`config.mk`:
```
export PLATFORM = sky130hd
export DESIGN_NAME = tourney_sorter
export DESIGN_NICKNAME = d
export VERILOG_FILES = /design/src/rtl/tourney_sorter.sv
export SDC_FILE = /design/constraint.sdc
export NUM_CORES = 1
export LEC_CHECK = 0
export BUFFER_PORTS_ARGS = -buffer_cell sky130_fd_sc_hd__buf_2
export CAP_MARGIN = 20
export CORE_MARGIN = 4
export CORE_UTILIZATION = 51
export CTS_BUF_LIST = sky130_fd_sc_hd__clkbuf_4 sky130_fd_sc_hd__clkbuf_8 sky130_fd_sc_hd__clkbuf_16
export CTS_CLUSTER_DIAMETER = 120
export DETAILED_ROUTE_END_ITERATION = 10
export GPL_TIMING_DRIVEN = 0
export PLACE_DENSITY = 0.74
export SLEW_MARGIN = 20
export SYNTH_ARGS = -nofsm -noshare
export SYNTH_HDL_FRONTEND = slang
export SYNTH_SLANG_ARGS = --single-unit
```
`constraint.sdc`:
```
create_clock -name clk -period 11.1 [get_ports clk]
set_input_delay 0 -clock clk [delete_from_list [all_inputs] [get_ports clk]]
set_output_delay 0 -clock clk [all_outputs]
set_load 0.005 [all_outputs]
```
`src/rtl/tourney_sorter.sv`:
```
module tourney_sorter #(
  parameter int LEAVES = 16,
  parameter int KEY_W  = 16,
  parameter int PTR_W  = 8
) (
  input  logic             clk,
  input  logic             rst_n,
  input  logic             in_valid,
  output logic             in_ready,
  input  logic [KEY_W-1:0] in_key,
  input  logic [PTR_W-1:0] in_ptr,
  input  logic             in_last,
  output logic             out_valid,
  input  logic             out_ready,
  output logic [KEY_W-1:0] out_key,
  output logic [PTR_W-1:0] out_ptr,
  output logic             out_first,
  output logic             done
);

  localparam int IW = $clog2(LEAVES);
  localparam int RW = 2 + KEY_W + IW;
  localparam logic [1:0] CL_VOID = 2'd0;
  localparam logic [1:0] CL_CUR  = 2'd1;
  localparam logic [1:0] CL_NEXT = 2'd2;
  localparam logic [1:0] CL_SENT = 2'd3;

  logic [KEY_W-1:0] leaf_key  [LEAVES];
  logic [PTR_W-1:0] leaf_ptr  [LEAVES];
  logic             leaf_void [LEAVES];
  logic             leaf_sent [LEAVES];
  logic             leaf_col  [LEAVES];
  logic [IW-1:0]    loser     [LEAVES];

  logic [IW-1:0]    win_idx, cand, node;
  logic             vacant, climbing, ended, have_out, cur_color;
  logic [KEY_W-1:0] last_key;

  function automatic logic [1:0] class_of(input logic v, input logic s, input logic c, input logic cur);
    if (v)             return CL_VOID;
    else if (s)        return CL_SENT;
    else if (c == cur) return CL_CUR;
    else               return CL_NEXT;
  endfunction

  function automatic logic [IW-1:0] first_right_leaf(input int i);
    int r;
    r = 2 * i + 1;
    for (int j = 0; j < IW; j++)
      if (r < LEAVES) r = r * 2;
    return IW'(r - LEAVES);
  endfunction

  logic [1:0]    win_cls;
  logic [IW-1:0] lo;
  logic [RW-1:0] rank_cand, rank_lo;
  logic          lo_wins;
  logic [IW-1:0] step_win;
  logic          open_slot, ins_ext, ins_sent, insert, out_fire, new_col;

  assign win_cls   = class_of(leaf_void[win_idx], leaf_sent[win_idx], leaf_col[win_idx], cur_color);
  assign lo        = loser[node];
  assign rank_cand = {class_of(leaf_void[cand], leaf_sent[cand], leaf_col[cand], cur_color), leaf_key[cand], cand};
  assign rank_lo   = {class_of(leaf_void[lo], leaf_sent[lo], leaf_col[lo], cur_color), leaf_key[lo], lo};
  assign lo_wins   = rank_lo < rank_cand;
  assign step_win  = lo_wins ? lo : cand;

  assign open_slot = !climbing && (vacant || win_cls == CL_VOID);
  assign in_ready  = open_slot && !ended;
  assign ins_ext   = in_valid && in_ready;
  assign ins_sent  = open_slot && ended;
  assign insert    = ins_ext || ins_sent;
  assign new_col   = (have_out && in_key < last_key) ? ~cur_color : cur_color;

  assign out_valid = !climbing && !vacant && (win_cls == CL_CUR || win_cls == CL_NEXT);
  assign out_fire  = out_valid && out_ready;
  assign out_key   = leaf_key[win_idx];
  assign out_ptr   = leaf_ptr[win_idx];
  assign out_first = !have_out || (leaf_col[win_idx] != cur_color);
  assign done      = ended && !climbing && !vacant && win_cls == CL_SENT;

  always_ff @(posedge clk) begin
    if (!rst_n) begin
      for (int i = 0; i < LEAVES; i++) begin
        leaf_key[i]  <= '0;
        leaf_ptr[i]  <= '0;
        leaf_void[i] <= 1'b1;
        leaf_sent[i] <= 1'b0;
        leaf_col[i]  <= 1'b0;
        loser[i]     <= (i == 0) ? '0 : first_right_leaf(i);
      end
      win_idx   <= '0;
      cand      <= '0;
      node      <= '0;
      vacant    <= 1'b0;
      climbing  <= 1'b0;
      ended     <= 1'b0;
      have_out  <= 1'b0;
      cur_color <= 1'b0;
      last_key  <= '0;
    end else if (insert) begin
      leaf_key[win_idx]  <= ins_ext ? in_key : '1;
      leaf_ptr[win_idx]  <= ins_ext ? in_ptr : '0;
      leaf_void[win_idx] <= 1'b0;
      leaf_sent[win_idx] <= !ins_ext;
      leaf_col[win_idx]  <= ins_ext ? new_col : cur_color;
      cand     <= win_idx;
      node     <= {1'b1, win_idx[IW-1:1]};
      climbing <= 1'b1;
      vacant   <= 1'b0;
      if (ins_ext && in_last) ended <= 1'b1;
    end else if (climbing) begin
      if (lo_wins) loser[node] <= cand;
      if (node == IW'(1)) begin
        climbing <= 1'b0;
        win_idx  <= step_win;
      end else begin
        node <= node >> 1;
        cand <= step_win;
      end
    end else if (out_fire) begin
      vacant    <= 1'b1;
      last_key  <= leaf_key[win_idx];
      cur_color <= leaf_col[win_idx];
      have_out  <= 1'b1;
    end
  end

  logic [IW:0] fill_cnt, run_len;

  always_ff @(posedge clk) begin
    if (!rst_n) begin
      fill_cnt <= '0;
      run_len  <= '0;
    end else begin
      if (ins_ext && fill_cnt < (IW+1)'(LEAVES)) fill_cnt <= fill_cnt + 1'b1;
      if (out_fire) begin
        if (out_first) run_len <= (IW+1)'(1);
        else if (run_len < (IW+1)'(LEAVES)) run_len <= run_len + 1'b1;
      end
    end
  end

  AST_OUT_HOLD: assert property (@(posedge clk) disable iff (!rst_n)
    out_valid && !out_ready |=> out_valid && $stable(out_key) && $stable(out_ptr) && $stable(out_first));
  AST_RUN_ORDER: assert property (@(posedge clk) disable iff (!rst_n)
    out_valid && !out_first |-> out_key >= last_key);
  AST_FILL_QUIET: assert property (@(posedge clk) disable iff (!rst_n)
    !ended && fill_cnt < (IW+1)'(LEAVES) |-> !out_valid);
  AST_MIN_RUN: assert property (@(posedge clk) disable iff (!rst_n)
    out_fire && out_first && have_out |-> run_len >= (IW+1)'(LEAVES));
  AST_CLOSED_AFTER_LAST: assert property (@(posedge clk) disable iff (!rst_n)
    ended |-> !in_ready);
  AST_DONE_STICKY: assert property (@(posedge clk) disable iff (!rst_n)
    done |=> done && !out_valid);

endmodule

```
# Yosys cells after proc, flatten, opt, wreduce, memory -nomap -nowiden
# Memories as Yosys holds them, arrays and structs flattened. A register that Yosys moved wholly into a read port is not among the register bits.
# Cells that the tools add are included.
dict set report word_totals {
  reg_bits 33
  latch_bits 0
  mem_bits_rw 496
  rom_bits 0
  in_bits 29
  out_inout_bits 28
  wordCells 212
  memories 6
}
# name depth width rd rd_clocked_by_memory_dff wr line_no
set memory_table {}
lappend memory_table {leaf_key 16 16 3 2 16 28} ;# logic [KEY_W-1:0] leaf_key [LEAVES];
lappend memory_table {leaf_ptr 16 8 1 1 16 29} ;# logic [PTR_W-1:0] leaf_ptr [LEAVES];
lappend memory_table {loser 16 4 1 1 16 33} ;# logic [IW-1:0] loser [LEAVES];
lappend memory_table {leaf_col 16 1 3 2 16 32} ;# logic leaf_col [LEAVES];
lappend memory_table {leaf_sent 16 1 3 2 16 31} ;# logic leaf_sent [LEAVES];
lappend memory_table {leaf_void 16 1 3 2 16 30} ;# logic leaf_void [LEAVES];
dict set report op_classes {
  addsub 7
  n_mul 0
  div_mod_pow 0
  n_lt_le_gt_ge 23
  n_eq_ne 9
  n_shift 0
  mux 119
  bitwise_logic 4
  reduce_logical 35
}
# operator n
set ops {}
lappend ops {{$mux W32} 35}
lappend ops {{$lt A32 B6 Y1 const B} 21}
lappend ops {{$mux W4} 48}
lappend ops {{$mux W16} 2}
lappend ops {{$sub A4 B1 Y4 const B} 7}
lappend ops {{$mux W1} 23}
lappend ops {{$lt A22 B22 Y1} 1}
lappend ops {{$mux W2} 9}
lappend ops {{$lt A16 B16 Y1} 1}
lappend ops {{$mux W8} 2}
lappend ops {{$reduce_or A16 Y1} 1}
lappend ops {{$logic_and A1 B1 Y1} 12}
lappend ops {{$reduce_or A8 Y1} 1}
lappend ops {{$reduce_and A2 Y1} 3}
lappend ops {{$reduce_and A3 Y1} 2}
lappend ops {{$logic_not A1 Y1} 5}
lappend ops {{$eq A2 B2 Y1 const B} 2}
lappend ops {{$eq A4 B1 Y1 const B} 1}
lappend ops {{$logic_or A1 B1 Y1} 4}
lappend ops {{$not A1 Y1} 4}
lappend ops {{$reduce_or A4 Y1} 1}
lappend ops {{$eq A1 B1 Y1} 3}
lappend ops {{$reduce_or A1 Y1} 3}
lappend ops {{$eq A2 B1 Y1 const B} 1}
lappend ops {{5 further kinds} 5}

# Depth between registers and ports, before layout
dict set report logic_depth {
  ltp_word 15
  mapped_depth 23
  ltp_nobuf 20
}

# Worst setup path after synthesis
# OpenSTA, ideal clock, no wires.
dict set report synth_timing {
  path_type {reg2reg}
  start {reg (tool-made name)}
  end {mem loser[13][0] in the netlist's numbering, enable pin}
  setup_time_ns 0.361
  t_arrival_ns 4.693
  required_time_ns 10.739
  setup_slack_ns 6.046
  path_stages_with_launch 17
  n_path_buf 4
  period_less_slack_ns 5.054
  path_cell_list {dfxtp_1 > clkbuf_1 > clkbuf_1 > buf_2 > mux4_2 > mux4_2 > inv_1 > ha_1 > a21o_1 > a21o_1 > a21oi_1 > o21ai_0 > a221oi_4 > nand3_2 > or2_1 > clkbuf_1 > o21ai_0}
}
# item line_no
set synth_rtl {}
lappend synth_rtl {{end, declared} 33}

==> impl_metrics.toml <==
[clock_tree]
cts_num_sinks = 541
cts_max_level = 2
cts_tree = "done"
numCtsBuffers = 55
clkTransAtPathRegs_ns = 0.06
clockBufferDepth = 3
cts-resized-gates = 0
ctsRootBufferMaster = "clkbuf_16"
clk_latency_ns = 0.64

[power]
p_comb_frac = 0.263
swShare = 0.333
p_sw_mw = 1.94
power_density_nw_per_um2 = 180
clock_power_share = 0.336
vdd_drop_max_uv = 149
power_frac_seq = 0.401
leakage_nw = 10.8
intPower_mw = 3.88

[die]
die_w_um = 246
design.core.area_um2 = 55500
start_util = 0.519
die_h_um = 246
num_io_pins = 57
num_rows = 86
dieArea_um2 = 60400

[route]
wl_per_cell_um = 30.8
dr.first_iter.drc_count = 3989
viasPerCell = 6.82
drc = 0
drtPass1Iterations = 6
ant_nets = 0
drt-total-wl_mm = 103
vias = 22705

[placement]
placed_area_um2 = 30100
port_buffers = 55
dp_hpwl_mm = 75.6
dp_cells = 3197
gp_congestion = 1.09

[global_route]
grt_overflow = 0
grt_pass1_vias = 21952
grtUsageMet2 = 0.521
busiest_layer = "met2"
antenna_found_initial = 9
gr-usage-met3 = 0.129
grt_pass1_wl_mm = 147
grt_max_degree = 25
track_usage = 0.336
grtUsageMet1 = 0.434

[timing]
maxSlewViolCount = 0
fin_crit_ns = 7.51
max_freq_mhz = 133
fin_setup_tns_ns = 0
rsz0062_at_grt = "no"
final-hold-violation-count = 0
worst_slew_pin_slew_ns = 1.22
finalCritPeriodShare = 0.676
finalSetupViolCount = 0
skew_ns = 0.0204
relSlewSlack = 0.187

[yosys]
yosysWarnings = 0
syn_nets = 2458
synth_top_flop_cell = "edfxtp_1"
yosys_register_bits = 541
yosysSeqAreaShare = 0.531
synth_area_leaders = "edfxtp_1 47%, mux4_2 19%, dfxtp_1 6.5%"
syn_inst = 2391
avgSynthCellArea_um2 = 12.1
ys_types = 58
synthTopCellsByCount = "451 x nor2_1, 448 x edfxtp_1, 321 x nand2_1"
netlist_area_um2 = 28800
async_flop_share = 0
synth_edf_count = 448
yosysMostFrequentCell = "nor2_1"
synth_top_area_share = 0.467
synth_top_area_cell = "edfxtp_1"

[layout]
layout.cells.non_filler = 3331
syn_to_final_growth_pct = 12.1
nets = 2601
stdcell_area_um2 = 32300
fillerInstances = 4412
drive_gt1_frac = 0.181

[setup_path]
arrival_ns = 7.75
crit_required_ns = 11.35
criticalPathCategory = "flip-flop to flip-flop"
path_max_fanout = 10
cp-start-kind = "flip-flop"
setup.worst_path.end_class = "flip-flop"

[status]
status = "finished, final reports clean"

[worst_hold_path]
hold_path.class = "input port to flip-flop"

[run]
maxCapViolCount = 0
timing repair:
item | CTS | global route
setup buffers | 0 | 0
hold buffers | 28 | 0
hold endpoints to repair | 159 | 0
layer usage:
layer,vias to the layer above,share of wire
met2,1994,0.45
met4,6,0.046
met1,11118,0.34
li1,9224,-
met5,-,0.00033
met3,363,0.16
through the flow:
stage          power (mW)  hold WS, ns  worst slack (ns)  utilization
6_report             5.81        0.182              3.59        0.582
5_1_grt              5.94        0.241              3.53        0.582
4_1_cts              5.72        0.161              4.01        0.582
3_5_place_dp         3.80        0.251              4.01        0.543
3_3_place_gp         3.77        0.238              4.03        0.541
2_1_floorplan        3.23        0.141              6.05            -
registers in the layout, indices dropped and copies added, names as in the netlist, named ones only:
signal / count
leaf_col: 16
cur_color: 1
win_idx: 4
vacant: 1
leaf_void: 16
cand: 4
have_out: 1
node: 4
last_key: 16
climbing: 1
leaf_key: 256
loser: 64
ended: 1
leaf_sent: 16
leaf_ptr: 128
final timing paths:
kind | from | end | slack, ns | cells past startpoint
worst min-delay path | in_last | ended$_SDFFE_PN0P_ | 0.18 | 4
worst min register to register | last_key[14]$_SDFFE_PN0P_ | last_key[14]$_SDFFE_PN0P_ | 0.46 | 2
worst max-delay path | flip-flop | loser[9][0]$_SDFFCE_PN1P_ | 3.59 | 19
worst max register to register | flip-flop | loser[9][0]$_SDFFCE_PN1P_ | 3.59 | 19
power groups by stage:
stage	Combinational (mW)	Clock [mW]	Sequential [mW]
global route	1.57	2.03	2.34
finish	1.53	1.95	2.33
global placement	1.41	0	2.36
floorplan	0.885	0	2.35
detailed placement	1.43	0	2.37
CTS	1.45	1.95	2.33
cell type report:
| type | count | area (um^2) | share of cell area |
|---|---|---|---|
| sequential | 541 | 15300 | 0.474 |
| multi-input combinational | 1582 | 12500 | 0.387 |
| clock buffer | 63 | 1470 | 0.0454 |
| tap | 748 | 936 | 0.0290 |
| buffer | 226 | 908 | 0.0281 |
| timing repair buffer | 86 | 602 | 0.0186 |
| clock inverter | 41 | 423 | 0.0131 |
| inverter | 42 | 158 | 0.00488 |
| antenna | 2 | 5.00 | 0.000155 |
kinds of logic after synthesis:
family,share of synthesized area
AO/OA/AOI/OAI,0.0733
XOR/XNOR,0.00122
adder cells (fa/ha/maj),0.0165
buffers and inverters,0.0366
flip-flops,0.531
multiplexers,0.200
AND/OR/NAND/NOR,0.141
worst max-delay path, stage by stage (launching register included):
cell and delay, ns:
dfxtp_1 0.52, clkbuf_1 0.59, mux4_2 0.37, o22a_1 0.23
and2_0 0.29, clkbuf_1 0.63, clkbuf_1 0.74, a31oi_1 0.44
a211oi_1 0.34, a31oi_1 0.07, ha_1 0.34, nand4_1 0.14
nor2_1 0.07, and2_1 0.22, and3_1 0.22, a221oi_4 0.40
nand3_2 0.23, or2_1 0.28, clkbuf_1 0.23, o21ai_0 0.75
cells in the final DEF (no fill, tap or decap), types with 10 or more instances in the layout:
cell	n
edfxtp_1	448
buf_2	80
nand3_1	74
clkinv_2	12
nor2b_1	59
a21o_1	10
clkinv_1	15
nor2_1	451
a311oi_1	19
o21ai_0	51
buf_1	38
nand2_1	306
o21a_1	16
dlygate4sd3_1	28
dfxtp_1	93
o211ai_1	18
clkbuf_16	56
inv_1	37
a21oi_1	31
ha_1	38
mux4_2	247
nand2_2	15
a31oi_1	45
a211oi_1	73
a311o_1	18
mux2i_1	17
clkbuf_1	155
Note: power is estimated with default switching activity, not from simulation.
